$ cat src/rtl/spi_dly_pkg.sv
package spi_dly_pkg;
  typedef enum logic [1:0] {
    ST_IDLE  = 2'd0,
    ST_LEAD  = 2'd1,
    ST_SHIFT = 2'd2,
    ST_GAP   = 2'd3
  } seq_state_t;
endpackage

$ cat src/rtl/spi_txfifo.sv
module spi_txfifo #(
  parameter int W     = 16,
  parameter int DEPTH = 4
) (
  input  logic         clk,
  input  logic         rst,
  input  logic         wr_en,
  input  logic [W-1:0] wr_data,
  input  logic         rd_en,
  output logic [W-1:0] rd_data,
  output logic         empty,
  output logic         full
);
  localparam int AW = (DEPTH > 1) ? $clog2(DEPTH) : 1;
  localparam int CW = $clog2(DEPTH + 1);

  logic [W-1:0]  mem [DEPTH];
  logic [AW-1:0] wr_ptr, rd_ptr;
  logic [CW-1:0] count;
  logic          do_wr, do_rd;

  assign empty   = (count == '0);
  assign full    = (count == CW'(DEPTH));
  assign do_wr   = wr_en && !full;
  assign do_rd   = rd_en && !empty;
  assign rd_data = mem[rd_ptr];

  always_ff @(posedge clk) begin
    if (do_wr) mem[wr_ptr] <= wr_data;
  end

  always_ff @(posedge clk) begin
    if (rst) begin
      wr_ptr <= '0;
      rd_ptr <= '0;
      count  <= '0;
    end else begin
      if (do_wr) wr_ptr <= (wr_ptr == AW'(DEPTH-1)) ? '0 : wr_ptr + 1'b1;
      if (do_rd) rd_ptr <= (rd_ptr == AW'(DEPTH-1)) ? '0 : rd_ptr + 1'b1;
      if (do_wr && !do_rd)      count <= count + 1'b1;
      else if (do_rd && !do_wr) count <= count - 1'b1;
    end
  end

  assert_count_bound_R10: assert property (@(posedge clk) disable iff (rst)
    count <= CW'(DEPTH));

  assert_drop_when_full_R10: assert property (@(posedge clk) disable iff (rst)
    (full && wr_en && !rd_en) |=> (full && $stable(wr_ptr)));
endmodule

$ cat src/rtl/spi_tick_gen.sv
module spi_tick_gen #(
  parameter int DIV_W = 8
) (
  input  logic             clk,
  input  logic             rst,
  input  logic             run,
  input  logic [DIV_W-1:0] half_div,
  output logic             tick
);
  logic [DIV_W-1:0] tcnt;
  logic [DIV_W-1:0] limit;

  assign limit = (half_div == '0) ? '0 : half_div - 1'b1;
  assign tick  = run && (tcnt == limit);

  always_ff @(posedge clk) begin
    if (rst || !run || tick) tcnt <= '0;
    else                     tcnt <= tcnt + 1'b1;
  end

  assert_tick_needs_run_R5: assert property (@(posedge clk) disable iff (rst)
    !run |-> (tcnt == '0));
endmodule

$ cat src/rtl/spi_seq.sv
module spi_seq
  import spi_dly_pkg::*;
#(
  parameter int DATA_W = 16,
  parameter int DLY_W  = 4
) (
  input  logic              clk,
  input  logic              rst,
  input  logic              tick,
  input  logic              empty,
  input  logic [DATA_W-1:0] rd_data,
  input  logic [DLY_W-1:0]  tx_delay,
  output logic              rd_en,
  output logic              run,
  output logic              sclk,
  output logic              mosi,
  output logic              cs_n,
  output logic              busy
);
  localparam int BW = (DATA_W > 1) ? $clog2(DATA_W) : 1;
  localparam int GW = DLY_W + 1;

  seq_state_t        state;
  logic [DATA_W-1:0] shreg;
  logic [BW-1:0]     bcnt;
  logic [GW-1:0]     hcnt, gap_len;
  logic              last_bit, word_end, gap_end;

  assign run      = (state != ST_IDLE);
  assign last_bit = (bcnt == BW'(DATA_W-1));
  assign word_end = (state == ST_SHIFT) && tick && sclk && last_bit;
  assign gap_end  = (state == ST_GAP) && tick && (hcnt == gap_len - 1'b1);
  assign rd_en    = ((state == ST_IDLE) && !empty)
                 || (word_end && !empty && (tx_delay == '0))
                 || gap_end;

  always_ff @(posedge clk) begin
    if (rst) begin
      state   <= ST_IDLE;
      shreg   <= '0;
      bcnt    <= '0;
      hcnt    <= '0;
      gap_len <= '0;
      sclk    <= 1'b0;
      mosi    <= 1'b0;
      cs_n    <= 1'b1;
      busy    <= 1'b0;
    end else begin
      unique case (state)
        ST_IDLE: begin
          if (!empty) begin
            shreg <= rd_data;
            mosi  <= rd_data[DATA_W-1];
            bcnt  <= '0;
            hcnt  <= '0;
            cs_n  <= 1'b0;
            busy  <= 1'b1;
            state <= ST_LEAD;
          end
        end
        ST_LEAD: begin
          if (tick) begin
            if (hcnt == GW'(1)) begin
              hcnt  <= '0;
              state <= ST_SHIFT;
            end else begin
              hcnt <= hcnt + 1'b1;
            end
          end
        end
        ST_SHIFT: begin
          if (tick) begin
            if (!sclk) begin
              sclk <= 1'b1;
            end else begin
              sclk <= 1'b0;
              if (!last_bit) begin
                bcnt  <= bcnt + 1'b1;
                mosi  <= shreg[DATA_W-2];
                shreg <= shreg << 1;
              end else if (!empty && (tx_delay == '0)) begin
                shreg <= rd_data;
                mosi  <= rd_data[DATA_W-1];
                bcnt  <= '0;
              end else if (!empty) begin
                cs_n    <= 1'b1;
                mosi    <= 1'b0;
                hcnt    <= '0;
                gap_len <= {tx_delay, 1'b0} - 1'b1;
                state   <= ST_GAP;
              end else begin
                cs_n  <= 1'b1;
                mosi  <= 1'b0;
                busy  <= 1'b0;
                state <= ST_IDLE;
              end
            end
          end
        end
        ST_GAP: begin
          if (tick) begin
            if (gap_end) begin
              shreg <= rd_data;
              mosi  <= rd_data[DATA_W-1];
              bcnt  <= '0;
              hcnt  <= '0;
              cs_n  <= 1'b0;
              state <= ST_LEAD;
            end else begin
              hcnt <= hcnt + 1'b1;
            end
          end
        end
        default: state <= ST_IDLE;
      endcase
    end
  end

  assert_sclk_low_when_released_R8: assert property (@(posedge clk) disable iff (rst)
    cs_n |-> !sclk);

  assert_mosi_stable_high_R2: assert property (@(posedge clk) disable iff (rst)
    (sclk && $past(sclk)) |-> $stable(mosi));

  assert_idle_quiet_R9: assert property (@(posedge clk) disable iff (rst)
    !busy |-> (cs_n && !sclk));

  assert_select_sets_busy_R9: assert property (@(posedge clk) disable iff (rst)
    $fell(cs_n) |-> busy);

  assert_sclk_moves_on_tick_R5: assert property (@(posedge clk) disable iff (rst)
    !tick |=> $stable(sclk));
endmodule

$ cat src/rtl/spi_dly_master.sv
module spi_dly_master #(
  parameter int DATA_W     = 16,
  parameter int FIFO_DEPTH = 4,
  parameter int DLY_W      = 4,
  parameter int DIV_W      = 8
) (
  input  logic              clk,
  input  logic              rst,
  input  logic              wr_en,
  input  logic [DATA_W-1:0] wr_data,
  output logic              full,
  input  logic [DLY_W-1:0]  tx_delay,
  input  logic [DIV_W-1:0]  half_div,
  output logic              sclk,
  output logic              mosi,
  output logic              cs_n,
  output logic              busy
);
  logic              rd_en, empty, run, tick;
  logic [DATA_W-1:0] rd_data;

  spi_txfifo #(.W(DATA_W), .DEPTH(FIFO_DEPTH)) fifo_i (
    .clk(clk), .rst(rst), .wr_en(wr_en), .wr_data(wr_data),
    .rd_en(rd_en), .rd_data(rd_data), .empty(empty), .full(full)
  );

  spi_tick_gen #(.DIV_W(DIV_W)) tick_i (
    .clk(clk), .rst(rst), .run(run), .half_div(half_div), .tick(tick)
  );

  spi_seq #(.DATA_W(DATA_W), .DLY_W(DLY_W)) seq_i (
    .clk(clk), .rst(rst), .tick(tick), .empty(empty), .rd_data(rd_data),
    .tx_delay(tx_delay), .rd_en(rd_en), .run(run), .sclk(sclk),
    .mosi(mosi), .cs_n(cs_n), .busy(busy)
  );

  assert_busy_covers_select_R9: assert property (@(posedge clk) disable iff (rst)
    !cs_n |-> busy);
endmodule

$ cat config.mk
export PLATFORM = sky130hd
export DESIGN_NAME = spi_dly_master
export DESIGN_NICKNAME = d
export VERILOG_FILES = /design/src/rtl/spi_dly_pkg.sv /design/src/rtl/spi_txfifo.sv /design/src/rtl/spi_tick_gen.sv /design/src/rtl/spi_seq.sv /design/src/rtl/spi_dly_master.sv
export SDC_FILE = /design/constraint.sdc
export NUM_CORES = 1
export LEC_CHECK = 0
export ABC_CLOCK_PERIOD_IN_PS = 5050
export CAP_MARGIN = 20
export CORE_MARGIN = 3
export CORE_UTILIZATION = 35
export DETAILED_ROUTE_END_ITERATION = 7
export RECOVER_POWER = 25
export SYNTH_ARGS = -nofsm -noshare
export SYNTH_HDL_FRONTEND = slang
export SYNTH_HIERARCHICAL = 1
export SYNTH_SLANG_ARGS = --single-unit
$ cat constraint.sdc
create_clock -name clk -period 5.05 [get_ports clk]
set_input_delay 0.505 -clock clk [delete_from_list [all_inputs] [get_ports clk]]
set_output_delay 0.505 -clock clk [all_outputs]
set_load 0.03 [all_outputs]
==> flow_summary.rst <==
.. list-table::
   :header-rows: 1

   * - Metric
     - Value
   * - Pre-antenna DRT Iters
     - 5
   * - Synthesized area
     - 5630 um2
   * - Power Density
     - a little under 500 nW/um2
   * - Floorplan row count
     - 45
   * - Adder-cell share of the synthesized area
     - 0.0413
   * - DRC violation count after routing
     - 0
   * - Count of hold-fix buffers inserted at cts
     - 0
   * - Buffers added on ports
     - 35
   * - Distinct cell type count after synthesis
     - 67
   * - Number of CTS-inserted buffers
     - 17
   * - Worst setup timing slack at the placement stage
     - about 190 ps
   * - HP Class
     - flip-flop to flip-flop
   * - H-tree levels
     - 4
   * - Maximum fanout along the worst path
     - 6
   * - Antenna viol nets, final
     - 0
   * - Number of antenna violations at the first check in global routing
     - 0
   * - Instance count of the mapped netlist
     - 454
   * - Post-detail-place hpwl
     - ~7400 um
   * - Multiplexer share of the synthesized area
     - 0.110
   * - Pin count of the biggest net entering global routing
     - 29
   * - Critical path startpoint category
     - primary input
   * - Mapped Avg Cell Area
     - 12.4 um2
   * - Area growth, synth to finish
     - 19.5%
   * - Global-route wire length before repair
     - between 15000 and 20000 um
   * - Share of the synthesized area in compound gates (AO/OA/AOI/OAI)
     - 0.125
   * - Sequential area share after synthesis
     - 0.526
   * - Number of warnings reported in the yosys synthesis log
     - 6
   * - Slew Limit Headroom
     - 0.317
   * - Clock period minus final worst setup slack
     - about 4500 ps
   * - Proportion of layout cells with a drive suffix above 1
     - 0.145
   * - Startpoint-to-endpoint class of the critical path
     - primary input to flip-flop
   * - WL/cell
     - 15.7 um
   * - Max_cap viols
     - 0
   * - Critical Path Sink Type
     - flip-flop
   * - Hold violation count in the final report
     - 0
   * - XOR/XNOR share of the synthesized area
     - 0.0373
   * - Post-synthesis simple-gate area fraction
     - 0.121
   * - Global placer's final weighted congestion
     - 0.891
   * - Post-Synthesis Net Count
     - 503
   * - CTS tree
     - built
   * - Summed negative setup slack over all endpoints
     - 0 ps
   * - Layout Nets
     - approximately 540
   * - Clock-pin slew of the registers on the worst-case setup and hold paths
     - 60 ps
   * - Number of synthesized flops with an enable pin
     - 64
   * - Die area
     - roughly 18000 um2
   * - DIE HEIGHT
     - 133 um
   * - Clk_skew
     - roughly 9.1 ps
   * - Area of the placeable core
     - 15500 um2
   * - Pin slew with the least headroom to its limit
     - around 1000 ps
   * - Resize count post-CTS
     - 0
   * - Final Max Slew Viols
     - 0
   * - Wire length reported by the detailed router
     - 11200 um
   * - Main synth FF type
     - sky130_fd_sc_hd__edfxtp_1
   * - Async S/R FF share, synth
     - 0
   * - Final period util
     - 0.888
   * - First-iteration detailed-routing DRC count
     - 209
   * - Count of state elements after synthesis
     - 116
   * - Vias in the first global route
     - 3688
   * - Buffer type at the clock tree root
     - sky130_fd_sc_hd__clkbuf_16
   * - CTS sink count
     - 116
   * - Ratio of routed vias to standard cells
     - between 5 and 6
   * - Largest voltage drop on the vdd net
     - between 300 and 400 uV
   * - Largest family of logic cells by synthesized area
     - compound AO/OA/AOI/OAI gates
   * - Insertion delay of the later-clocked pin in the worst-skew pair
     - 410 ps
   * - Initial core utilization
     - 0.364
   * - Via count
     - 3695
   * - Final-report setup violation count
     - 0
   * - Ports
     - 36
   * - Post-CTS setup repair buffer count
     - 0
   * - Result of the run
     - finished clean
   * - Cell leakage power
     - 2.60 nW
   * - Min setup slack post-route
     - 566 ps
   * - Worst path required time
     - 5390 ps
   * - Total GRT Usage
     - 0.133
   * - Sum of overflow across all layers after global routing
     - 0
   * - RSZ-0062 raised after global routing
     - false
   * - Highest clock rate
     - 0.223 GHz
   * - Maximum root-to-sink buffer count
     - 2
   * - Number of diodes added for antenna fixing
     - 0
   * - Horizontal die dimension
     - 133 um
   * - Data arrival at the endpoint of the critical path
     - 4820 ps
-- critical path, stage by stage --
cell and delay (ps):
sky130_fd_sc_hd__clkdlybuf4s50_1 490, sky130_fd_sc_hd__inv_1 120, sky130_fd_sc_hd__ha_1 260, sky130_fd_sc_hd__or4b_4 530, sky130_fd_sc_hd__nor4b_2 290, sky130_fd_sc_hd__o21a_1 170
sky130_fd_sc_hd__o22ai_1 120, sky130_fd_sc_hd__nor4_4 420, sky130_fd_sc_hd__nand2_1 90, sky130_fd_sc_hd__nor3_1 370, sky130_fd_sc_hd__o211ai_2 160, sky130_fd_sc_hd__o21ai_0 140
sky130_fd_sc_hd__o31ai_2 160, sky130_fd_sc_hd__ha_1 230, sky130_fd_sc_hd__inv_1 80, sky130_fd_sc_hd__fa_1 170, sky130_fd_sc_hd__xor2_1 70, sky130_fd_sc_hd__or3_1 310
sky130_fd_sc_hd__a21oi_1 140
-- worst paths after layout --
check | start | to | slack [ps] | cells past startpoint
setup reg to reg | seq_i/state[0]$_SDFFE_PP0P_ | fifo_i/count[2]$_SDFFE_PP0P_ | 1390 | 17
setup / recovery | half_div[0] | fifo_i/count[2]$_SDFFE_PP0P_ | 570 | 19
hold / removal | seq_i/shreg[0]$_SDFFE_PP0P_ | seq_i/shreg[0]$_SDFFE_PP0P_ | 460 | 2
hold reg to reg | seq_i/shreg[0]$_SDFFE_PP0P_ | seq_i/shreg[0]$_SDFFE_PP0P_ | 460 | 2
-- synthesized netlist by cell type, types with 10 or more instances --
library cell | count | share of area
sky130_fd_sc_hd__clkbuf_1 | 11 | 0.0073
sky130_fd_sc_hd__a21oi_1 | 11 | 0.0098
sky130_fd_sc_hd__xnor2_1 | 13 | 0.020
sky130_fd_sc_hd__dfxtp_1 | 52 | 0.18
sky130_fd_sc_hd__inv_1 | 15 | 0.010
sky130_fd_sc_hd__nand2_1 | 26 | 0.017
sky130_fd_sc_hd__o211a_1 | 16 | 0.028
sky130_fd_sc_hd__o211ai_1 | 14 | 0.019
sky130_fd_sc_hd__nand3_1 | 15 | 0.013
sky130_fd_sc_hd__ha_1 | 17 | 0.038
sky130_fd_sc_hd__xor2_1 | 11 | 0.017
sky130_fd_sc_hd__nor3_1 | 10 | 0.0089
sky130_fd_sc_hd__edfxtp_1 | 64 | 0.34
sky130_fd_sc_hd__nor2_1 | 29 | 0.019
sky130_fd_sc_hd__mux4_2 | 16 | 0.064
sky130_fd_sc_hd__mux2i_1 | 25 | 0.044
-- cells by family after synthesis --
logic type,after synthesis
AND/OR/NAND/NOR,124
XOR/XNOR,24
flip-flops,116
adder cells (fa/ha/maj),18
buffers and inverters,43
multiplexers,42
AO/OA/AOI/OAI,87
-- power breakdown --
part,switching (mW),total [mW],leakage (nW),internal (mW)
combinational,0.511,0.965,1.31,0.455
sequential,0.0860,1.23,1.01,1.15
clock,0.459,1.15,0.276,0.688
total,1.06,3.35,2.60,2.29
-- routing by layer --
layer / share of wire / vias to the layer above / track usage
li1: - / 1806 / -
met4: 0.0046 / 0 / 0.0450
met3: 0.039 / 4 / 0.0403
met2: 0.49 / 69 / 0.208
met1: 0.47 / 1816 / 0.175
met5: 0 / - / 0
-- stage by stage --
stage | instance area [um2] | util | power (mW) | hold WS (ps) | instances
3_5_place_dp | 6160 | 0.398 | 2.23 | 456 | 682
6_report | 6730 | 0.435 | 3.35 | 460 | 714
2_1_floorplan | 5630 | - | 2.01 | 434 | 454
4_1_cts | 6730 | 0.435 | 3.40 | 464 | 714
5_1_grt | 6730 | 0.435 | 3.55 | 491 | 714
3_3_place_gp | 6160 | 0.398 | 2.21 | 447 | 682
-- area by class of cell --
type | count | area (um2)
clock inverters | 15 | 144
flip-flops and latches | 116 | 2960
repair buffers | 41 | 395
well taps | 211 | 264
fillers | 1410 | 8750
clock buffers | 17 | 425
multi-input cells | 295 | 2450
inverters | 19 | 90.1
-- placed cells by master (no fill, tap or decap), types with 3 or more instances in the layout --
master,instances
sky130_fd_sc_hd__buf_4,6
sky130_fd_sc_hd__and3_1,7
sky130_fd_sc_hd__nor2b_1,5
sky130_fd_sc_hd__o211a_1,16
sky130_fd_sc_hd__xnor2_1,13
sky130_fd_sc_hd__nor3_1,10
sky130_fd_sc_hd__nor2_1,29
sky130_fd_sc_hd__nand3_1,15
sky130_fd_sc_hd__nand2_1,26
sky130_fd_sc_hd__clkinv_4,4
sky130_fd_sc_hd__nor3b_1,4
sky130_fd_sc_hd__or3_1,6
sky130_fd_sc_hd__xor2_1,11
sky130_fd_sc_hd__a31oi_1,3
sky130_fd_sc_hd__mux4_2,16
sky130_fd_sc_hd__nor4_1,6
sky130_fd_sc_hd__dlygate4sd3_1,12
sky130_fd_sc_hd__clkdlybuf4s50_1,23
sky130_fd_sc_hd__clkbuf_16,17
sky130_fd_sc_hd__o21ai_0,7
sky130_fd_sc_hd__a211oi_1,5
sky130_fd_sc_hd__edfxtp_1,64
sky130_fd_sc_hd__ha_1,17
sky130_fd_sc_hd__inv_6,8
sky130_fd_sc_hd__o211ai_1,14
sky130_fd_sc_hd__dfxtp_1,52
sky130_fd_sc_hd__inv_1,15
sky130_fd_sc_hd__mux2i_1,25
sky130_fd_sc_hd__a21oi_1,11
-- sequential cells by signal, indices dropped and copies added (netlist names), named ones only --
name,count
seq_i/shreg,15
seq_i/mosi,1
seq_i/hcnt,5
seq_i/state,2
fifo_i/rd_ptr,2
seq_i/gap_len,5
seq_i/sclk,1
fifo_i/wr_ptr,2
fifo_i/count,3
seq_i/bcnt,4
fifo_i/mem,64
tick_i/tcnt,8
seq_i/cs_n,1
seq_i/busy,1
Power figures use the tool's default switching activity.
